$ cat src/rtl/sema_reg.sv
module sema_reg #(
  parameter int DATA_W   = 32,
  parameter int PAIRS    = 5,
  parameter int ADDR_W   = 8,
  parameter logic [ADDR_W-1:0] REG_ADDR = 8'h40
) (
  input  logic              clk,
  input  logic              rst_n,
  input  logic              rd_en,
  input  logic              wr_en,
  input  logic [ADDR_W-1:0] addr,
  input  logic [DATA_W-1:0] wr_data,
  output logic [DATA_W-1:0] rd_data,
  output logic [DATA_W-1:0] peek_data,
  output logic              pair_err
);
  localparam int FLAGS = 2 * PAIRS;
  localparam int LOCK  = DATA_W - 1;
  localparam int RSV   = DATA_W - 1 - FLAGS;

  logic [FLAGS-1:0] flags;
  logic             lock;
  logic             hit, rd_hit, wr_hit;

  assign hit    = (addr == REG_ADDR);
  assign rd_hit = rd_en && hit;
  assign wr_hit = wr_en && hit;

  assign peek_data = {lock, {RSV{1'b0}}, flags};
  assign pair_err  = |(flags[PAIRS-1:0] & flags[FLAGS-1:PAIRS]);

  always_ff @(posedge clk or negedge rst_n) begin
    if (!rst_n) begin
      flags   <= '0;
      lock    <= 1'b0;
      rd_data <= '0;
    end else begin
      if (rd_en)
        rd_data <= hit ? peek_data : '0;
      if (wr_hit)
        flags <= wr_data[FLAGS-1:0];
      if (wr_hit && !wr_data[LOCK])
        lock <= 1'b0;
      else if (rd_hit)
        lock <= 1'b1;
    end
  end

  p_read_sets_lock_r3: assert property (@(posedge clk) disable iff (!rst_n)
    (rd_hit && !wr_hit && !peek_data[LOCK]) |=> peek_data[LOCK]);

  p_lock_sticks_r4: assert property (@(posedge clk) disable iff (!rst_n)
    (rd_hit && !wr_hit && peek_data[LOCK]) |=> (peek_data[LOCK] && rd_data[LOCK]));

  p_write_clears_r5: assert property (@(posedge clk) disable iff (!rst_n)
    (wr_hit && !wr_data[LOCK]) |=> !peek_data[LOCK]);

  p_write_one_no_set_r5: assert property (@(posedge clk) disable iff (!rst_n)
    (wr_hit && wr_data[LOCK] && !rd_hit && !peek_data[LOCK]) |=> !peek_data[LOCK]);

  p_read_pre_value_r6: assert property (@(posedge clk) disable iff (!rst_n)
    rd_hit |=> (rd_data == $past(peek_data)));

  p_miss_no_change_r9: assert property (@(posedge clk) disable iff (!rst_n)
    !(rd_hit || wr_hit) |=> $stable(peek_data));
endmodule

$ cat config.mk
export PLATFORM = sky130hd
export DESIGN_NAME = sema_reg
export DESIGN_NICKNAME = d
export VERILOG_FILES = /design/src/rtl/sema_reg.sv
export SDC_FILE = /design/constraint.sdc
export NUM_CORES = 1
export LEC_CHECK = 0
export ABC_CLOCK_PERIOD_IN_PS = 2200
export BUFFER_PORTS_ARGS = -buffer_cell sky130_fd_sc_hd__buf_2
export CAP_MARGIN = 20
export CORE_ASPECT_RATIO = 0.8
export CORE_MARGIN = 4
export CORE_UTILIZATION = 41
export DETAILED_ROUTE_END_ITERATION = 6
export PLACE_DENSITY_LB_ADDON = 0.25
export SLEW_MARGIN = 10
export SYNTH_ARGS = -nofsm -noshare
export SYNTH_HDL_FRONTEND = slang
export SYNTH_SLANG_ARGS = --single-unit
$ cat constraint.sdc
create_clock -name clk -period 2.2 [get_ports clk]
set_input_delay 0.22 -clock clk [delete_from_list [all_inputs] [get_ports clk]]
set_output_delay 0.22 -clock clk [all_outputs]
set_load 0.01 [all_outputs]
==> impl_metrics.json, run 1 <==
{
  "power_uw": 817,
  "hold_buffers": 1,
  "postRouteAntennaNets": 0,
  "clockBufferDepth": 2,
  "layout_min_cycle_time_ps": 1500,
  "clock_latency_ps": 260,
  "grt_remaining_overflow": 0,
  "slew_viol_final": 0,
  "grt_pass1_wl_um": 3540,
  "grtUsageMet2": 0.168,
  "num-nets-final": 211,
  "start_util": 0.447,
  "endpoint": "pair_err",
  "synth-edff-count": 0,
  "power_frac_seq": 0.522,
  "worstHoldStart": "wr_data[31]",
  "async_reset_ff_frac": 1.00,
  "hold_viol_final": 0,
  "synth.avg_cell_area_sq_um": 10.6,
  "vias": 833,
  "die_x_um": 70.8,
  "skew_ps": 3.74,
  "cts_tree": "done",
  "drt_first_iter_violations": 15,
  "coreArea_sq_mm": 0.00289,
  "crit_required_ps": 1980,
  "grt_start_max_net_pins": 24,
  "antenna_cells": 0,
  "synth_area_sq_mm": 0.00129,
  "die_h_um": 58.2,
  "pin_count": 109,
  "yosys_warnings": 0,
  "cts_buffers": 3,
  "synth.most_common_cell": "buf_4",
  "whs_ps": 170,
  "synth-seq-cells": 22,
  "internal_power_uw": 613,
  "cts_max_level": 1,
  "slowest_stage": "dfrtp_1",
  "min_path_type": "input port to register",
  "place_ws_ps": 614,
  "synth.area.top_cells": "dfrtp_1 43%, buf_4 25%, mux2_4 10%",
  "wire_per_inst_um": 11.7,
  "switching_power_uw": 204,
  "finalSetupViolCount": 0,
  "switching_share": 0.250,
  "cts_resized": 0,
  "root_buffer": "clkbuf_8",
  "grt-busiest-layer": "met2",
  "cts_setup_buffers": 0,
  "ys_types": 17,
  "syn_inst": 122,
  "dpl.hpwl_um": 1950,
  "p_leak_uw": 0.000820,
  "reg2reg_slack_ps": 1380,
  "fill_cells": 268,
  "start_kind": "register",
  "clock-sinks": 22,
  "netlist.area_leader.share": 0.426,
  "grt_pass1_vias": 750,
  "path_clk_slew_ps": 80,
  "clock_power_share": 0.344,
  "post_route_cells_drive_above_1_share": 0.380,
  "drt_wl_total_um": 2380,
  "fmax_mhz": 665,
  "max_stage_delay_ps": 420,
  "cp-end-kind": "output pin",
  "p_comb_frac": 0.133,
  "reg2reg_from": "lock",
  "grt_setup_unrepaired": "false",
  "synth_seq_area_share": 0.426,
  "p_per_area_mw_per_mm2": 568,
  "syn_to_final_growth_pct": 11.3,
  "route.detailed.drc": 0,
  "grt_use_total": 0.109,
  "synth_commonest_cells": "43 x buf_4, 22 x dfrtp_1, 13 x nand2_1, 11 x inv_1, 11 x o22ai_1",
  "crit_start": "flags[5]",
  "grtUsageMet3": 0.0451,
  "yosysTopAreaCell": "dfrtp_1",
  "maxCapViolCount": 0,
  "critical_path_class": "register to output pin",
  "ys.flop_type": "dfrtp_1",
  "critPathMaxFanout": 4,
  "path_cells": "a222oi_1 -> nand2_1 -> buf_2",
  "finalCritPeriodShare": 0.683,
  "place_congestion": 0.703,
  "reg2regPathDepth": 2,
  "vdd.ir_drop.worst_mv": 0.415,
  "cp.arrival_ps": 1280,
  "first_pass_iters": 4,
  "detail_route.vias_per_cell": 4.08,
  "reg2reg_to": "lock",
  "fin_setup_tns_ps": 0,
  "rows": 17,
  "grt_use_met1": 0.146,
  "die_area_sq_mm": 0.00412,
  "hold_depth": 2,
  "placement.io_buffers": 45,
  "fin_ws_ps": 697,
  "antenna_found_initial": 0,
  "status": "finished, final reports clean"
}
[worst min-delay path by stage]
stage / endpoint / slack, ps
after CTS: lock / 170
after floorplan: flags[0] / -80
after detailed placement: flags[0] / 200
final: lock / 170
after global routing: lock / 160
after global placement: flags[9] / 200
[layer usage]
metal  up-vias  part of all wire  routed length, um
met5         -                 0                  0
met4         0                 0                  0
met3         0              0.11                263
met2        55              0.46               1090
li1        400                 -                  -
met1       378              0.43               1030
[worst max-delay path: cells and delay by family (launching register included)]
family	cells	cell delay, ps
flops	1	420
simple gates	1	90
buf+inv	1	150
compound gates	1	350
[registers in the layout, summed over array words and instances, names as in the netlist]
name     cells
rd_data     11
flags       10
lock         1
[power groups by stage]
stage          Sequential (uW)  Combinational [uW]  Clock, uW
3_5_place_dp               434                 107          0
3_3_place_gp               434                 106          0
5_1_grt                    429                 121        306
2_1_floorplan              435                 116          0
4_1_cts                    426                 108        289
6_report                   427                 109        281
[area by class of cell]
class	count	area [sq um]	share of cell area
flip-flops and latches	22	551	0.382
multi-input cells	83	510	0.354
repair buffers	46	235	0.163
clock buffers	4	55.1	0.0382
well taps	38	47.5	0.0330
inverters	11	41.3	0.0287
[placed cells by master, fill, tap and decap left out, drive strengths merged]
master / synthesis / routed
dlygate4sd3: 0 / 1
inv: 11 / 11
conb: 1 / 42
a31o: 1 / 1
clkbuf: 3 / 4
mux2: 10 / 10
nand2: 13 / 13
buf: 44 / 45
o21a: 1 / 1
a222oi: 1 / 1
a22oi: 1 / 1
o22ai: 11 / 11
nor4: 1 / 1
dfrtp: 22 / 22
nand3: 1 / 1
nor4b: 1 / 1
[through the flow]
step                      utilization  instances  cell area [sq um]
after floorplan                     -        163               1450
after global placement          0.475        199               1380
after detailed placement        0.475        199               1380
after CTS                       0.498        204               1440
after global routing            0.498        204               1440
final                           0.498        204               1440
[kinds of logic after synthesis]
kind of cell	after synthesis	share of synthesized area
other cells	1	0.00290
mux	10	0.113
buf+inv	58	0.299
simple gates	16	0.0803
compound gates	15	0.0793
flops	22	0.426
Power figures use the tool's default switching activity.
==> run 2: changes to the inputs <==
--- a/config.mk
+++ b/config.mk
@@ -5,12 +5,12 @@
 export SDC_FILE = /design/constraint.sdc
 export NUM_CORES = 1
 export LEC_CHECK = 0
-export ABC_CLOCK_PERIOD_IN_PS = 2200
+export ABC_CLOCK_PERIOD_IN_PS = 1550
 export BUFFER_PORTS_ARGS = -buffer_cell sky130_fd_sc_hd__buf_2
 export CAP_MARGIN = 20
 export CORE_ASPECT_RATIO = 0.8
 export CORE_MARGIN = 4
-export CORE_UTILIZATION = 41
+export CORE_UTILIZATION = 38
 export DETAILED_ROUTE_END_ITERATION = 6
 export PLACE_DENSITY_LB_ADDON = 0.25
 export SLEW_MARGIN = 10
==> constraint.sdc (replaced) <==
create_clock -name clk -period 1.55 [get_ports clk]
set_input_delay 0.155 -clock clk [delete_from_list [all_inputs] [get_ports clk]]
set_output_delay 0.155 -clock clk [all_outputs]
set_load 0.01 [all_outputs]
==> run 2 against run 1 <==
  * Register-to-register slack worse by 650 ps
  * Clock-buffer cell count stayed put
  * Sequential share of layout area is 0.26 points lower
  * Largest power group unchanged
  * Critical path type unchanged
  * Critical path depth stayed put
==> impl_metrics.json, run 2 (synthesis gave the netlist of run 1 again) <==
{
  "grt_pass1_vias": 795,
  "die_x_um": 73.2,
  "antenna_cells": 0,
  "internal_power_uw": 870,
  "path_cells": "a222oi_1 -> nand2_1 -> buf_2",
  "switching_share": 0.252,
  "critPathMaxFanout": 4,
  "finalSetupViolCount": 0,
  "max_stage_delay_ps": 420,
  "vias": 836,
  "dpl.hpwl_um": 2010,
  "num-nets-final": 212,
  "cts_tree": "done",
  "power_uw": 1160,
  "min_path_type": "input port to register",
  "top_regs": "rd_data: 11 flops, flags: 10 flops, lock: 1 flops",
  "skew_ps": 1.11,
  "clockBufferDepth": 2,
  "cts_max_level": 1,
  "cts_setup_buffers": 0,
  "layout_min_cycle_time_ps": 1390,
  "slew_viol_final": 0,
  "status": "finished, final reports clean",
  "cp-end-kind": "output pin",
  "switching_power_uw": 293,
  "drt_first_iter_violations": 24,
  "maxCapViolCount": 0,
  "route.detailed.drc": 0,
  "finalCoreUtilization": 0.457,
  "post_route_cells_drive_above_1_share": 0.383,
  "wire_per_inst_um": 11.6,
  "reg2regPathDepth": 1,
  "cp.arrival_ps": 1240,
  "die_area_sq_mm": 0.00441,
  "antenna_found_initial": 0,
  "cts_buffers": 3,
  "top_register": "rd_data",
  "clock_power_share": 0.346,
  "largest_register_ffs": 11,
  "grt_setup_unrepaired": "false",
  "grt_use_total": 0.112,
  "reg2reg_from": "flags[3]",
  "hold_depth": 2,
  "hold_viol_final": 0,
  "clock_latency_ps": 250,
  "fill_cells": 319,
  "critical_path_class": "register to output pin",
  "start_kind": "register",
  "first_pass_iters": 4,
  "fin_ws_ps": 156,
  "detail_route.vias_per_cell": 4.04,
  "pin_count": 109,
  "fin_setup_tns_ps": 0,
  "path_clk_slew_ps": 80,
  "rows": 18,
  "syn_to_final_growth_pct": 12.1,
  "cp_top_family": "flip-flops",
  "placement.io_buffers": 45,
  "coreArea_sq_mm": 0.00318,
  "grt_pass1_wl_um": 3710,
  "vdd.ir_drop.worst_mv": 0.469,
  "worstHoldStart": "wr_data[31]",
  "grt_start_max_net_pins": 24,
  "p_comb_frac": 0.134,
  "slowest_stage": "dfrtp_1",
  "stdcell_area_sq_mm": 0.00145,
  "final_common_cell": "buf_2",
  "power_frac_seq": 0.520,
  "drt_wl_total_um": 2410,
  "cp_num_buf_inv": 1,
  "reg2reg_slack_ps": 730,
  "p_per_area_mw_per_mm2": 802,
  "p_leak_uw": 0.000824,
  "crit_required_ps": 1390,
  "start_util": 0.407,
  "root_buffer": "clkbuf_8",
  "die_h_um": 60.2,
  "fmax_mhz": 717,
  "clock-sinks": 22,
  "layout.cells.most_common_list": "45 x buf_2, 42 x conb_1, 22 x dfrtp_1",
  "regArea_sq_um": 551,
  "postRouteAntennaNets": 0,
  "place_congestion": 0.716,
  "placed_area_sq_mm": 0.00139,
  "place_ws_ps": 191,
  "finalCritPeriodShare": 0.900,
  "grt_remaining_overflow": 0,
  "reg2reg_to": "flags[3]",
  "hold_path_end": "lock",
  "multiInputGateArea_sq_um": 510
}
-- run 2: repair_timing --
item | in CTS | in global routing
hold endpoints to repair | 22 | 0
resized for setup | 0 | 0
hold buffers | 1 | 0
-- run 2: power by group through the flow --
stage / Combinational (uW) / Sequential, uW / Clock, uW
after CTS: 154 / 605 / 410
after global placement: 150 / 615 / 0
after detailed placement: 152 / 616 / 0
after floorplan: 165 / 618 / 0
after global routing: 175 / 608 / 440
final: 155 / 605 / 403
-- run 2: routing by layer --
layer / up-vias / track usage / share of wire
met3: 2 / 0.0336 / 0.11
met1: 378 / 0.152 / 0.45
met2: 54 / 0.167 / 0.44
met4: 0 / 0.0395 / 0.0079
li1: 402 / - / -
met5: - / 0 / 0
-- run 2: stage by stage --
step                      std cells  hold slack [ps]
final                           207              114
after global routing            207              111
after CTS                       207              113
after detailed placement        202              143
after global placement          202              140
after floorplan                 163             -141
-- run 2: area by class of cell --
| type | count | area share |
|---|---|---|
| Sequential cell | 22 | 0.380 |
| Multi-Input combinational cell | 83 | 0.352 |
| Tap cell | 40 | 0.0345 |
| Timing Repair Buffer | 47 | 0.167 |
| Inverter | 11 | 0.0285 |
| Clock buffer | 4 | 0.0380 |
-- run 2: how the worst max path moves through the flow --
stage | start | end | cells after the start
2_1_floorplan | addr[7] | flags[1] | 4
3_3_place_gp | addr[7] | flags[5] | 5
3_5_place_dp | addr[7] | flags[6] | 5
4_1_cts | flags[5] | pair_err | 3
5_1_grt | flags[5] | pair_err | 3
6_report | flags[5] | pair_err | 3
==> run 3: changes to the inputs <==
--- a/config.mk
+++ b/config.mk
@@ -13,6 +13,7 @@
 export CORE_UTILIZATION = 38
 export DETAILED_ROUTE_END_ITERATION = 6
 export PLACE_DENSITY_LB_ADDON = 0.25
+export SETUP_SLACK_MARGIN = 0.5
 export SLEW_MARGIN = 10
 export SYNTH_ARGS = -nofsm -noshare
 export SYNTH_HDL_FRONTEND = slang
==> run 3 against run 2 <==
  * First-iteration DRC count down 4.2%
  * Clock power up 29%
  * Final cell count up 3.9%
  * Hold slack about the same
  * Utilization up 5.0 points
  * Largest power group unchanged
==> impl_metrics.json, run 3 (synthesis gave the netlist of run 1 again) <==
{
  "die_area_sq_mm": 0.00441,
  "crit_required_ps": 1390,
  "p_per_area_mw_per_mm2": 814,
  "vdd.ir_drop.worst_mv": 0.516,
  "final_common_cell": "conb_1",
  "hold_viol_final": 0,
  "skew_ps": 5.66,
  "clockBufferDepth": 2,
  "grt_remaining_overflow": 0,
  "path_clk_slew_ps": 80,
  "num-nets-final": 220,
  "cp.arrival_ps": 1290,
  "detail_route.vias_per_cell": 4.24,
  "reg2reg_slack_ps": 550,
  "antenna_cells": 0,
  "first_pass_iters": 4,
  "drt_first_iter_violations": 23,
  "grt_pass1_wl_um": 3800,
  "grt_start_max_net_pins": 24,
  "whs_ps": 115,
  "pin_count": 109,
  "fmax_mhz": 691,
  "route.detailed.drc": 0,
  "die_x_um": 73.2,
  "placement.io_buffers": 45,
  "cts_max_level": 1,
  "hold_depth": 2,
  "worstHoldStart": "wr_data[31]",
  "critical_path_class": "register to output pin",
  "drt_wl_total_um": 2720,
  "die_h_um": 60.2,
  "place_congestion": 0.710,
  "vias": 912,
  "post_route_cells_drive_above_1_share": 0.417,
  "min_path_type": "input port to register",
  "layout_min_cycle_time_ps": 1450,
  "slowest_stage": "dfrtp_1",
  "grt_pass1_vias": 812,
  "rows": 18,
  "p_leak_uw": 0.000903,
  "finalSetupViolCount": 0,
  "cts_tree": "done",
  "hold_path_end": "lock",
  "reg2regPathDepth": 3,
  "largest_register_ffs": 11,
  "slew_viol_final": 0,
  "syn_to_final_growth_pct": 24.5,
  "start_kind": "register",
  "antenna_found_initial": 0,
  "critPathMaxFanout": 2,
  "grt_setup_unrepaired": "true",
  "dpl.hpwl_um": 2030,
  "postRouteAntennaNets": 0,
  "path_cells": "a222oi_1 -> nand2_1 -> buf_2",
  "coreArea_sq_mm": 0.00318,
  "cts_buffers": 3,
  "cp-end-kind": "output pin",
  "root_buffer": "clkbuf_8",
  "grt_use_total": 0.114,
  "wire_per_inst_um": 12.6,
  "layout.cells.most_common_list": "42 x conb_1, 39 x buf_2, 22 x dfrtp_1",
  "reg2reg_to": "flags[5]",
  "max_stage_delay_ps": 410,
  "clock_latency_ps": 260,
  "start_util": 0.407,
  "top_register": "rd_data",
  "finalCoreUtilization": 0.507,
  "finalCritPeriodShare": 0.934,
  "status": "finished, final reports clean",
  "top_regs": "rd_data: 11 flops, flags: 10 flops, lock: 1 flops",
  "reg2reg_from": "flags[5]",
  "clock-sinks": 22,
  "maxCapViolCount": 0
}
[run 3: area by class of cell]
cell class              instances  area (sq um)
clock buffers                   3          41.3
clock inverters                 1          30.0
fillers                       291          1570
inverters                      11          41.3
multi-input cells              83           517
flip-flops and latches         22           551
well taps                      40          50.0
repair buffers                 55           380
[run 3: worst max-delay path by stage]
stage | start | to | slack, ps | depth (start not counted)
floorplan | addr[3] | flags[1] | 400 | 4
global placement | addr[3] | flags[4] | 230 | 5
detailed placement | addr[7] | flags[8] | 180 | 5
CTS | flags[0] | pair_err | 90 | 3
global route | flags[5] | pair_err | -10 | 3
finish | flags[0] | pair_err | 100 | 3
[run 3: what timing repair did]
item	4_1_cts	5_1_grt
hold endpoints to repair	22	0
resized for setup	5	11
hold buffers	1	0
pin swaps	3	5
endpoints found under the setup margin	11	15
buffers inserted	3	4
cloned	1	0
[run 3: critical path: cells and delay by family, from the launching register on]
kind / cells / cell delay, ps
flip-flops: 1 / 410
AO/OA/AOI/OAI: 1 / 360
AND/OR/NAND/NOR: 1 / 110
buffers and inverters: 1 / 150
[run 3: power breakdown]
group	leakage (uW)	total (uW)	internal [uW]	switching, uW
registers	0.000305	603	588	15.0
clock network	0.0000357	521	344	177
logic	0.000562	187	78.3	109
total	0.000903	1310	1010	300
[run 3: metrics by stage]
stage          area (sq um)  cells  setup TNS, ps  setup slack [ps]  total power (uW)
2_1_floorplan          1450    163              0               396               782
3_3_place_gp           1390    202              0               233               765
3_5_place_dp           1390    202              0               177               768
4_1_cts                1540    211              0              86.8              1300
5_1_grt                1610    215          -9.82             -9.82              1360
6_report               1610    215              0               103              1310
[run 3: metal layers]
layer | up-vias | wire, um | global-route usage
met3 | 6 | 277 | 0.0286
met4 | 0 | 44 | 0.0553
li1 | 421 | - | -
met1 | 423 | 1120 | 0.139
met2 | 62 | 1270 | 0.187
met5 | - | 0 | 0
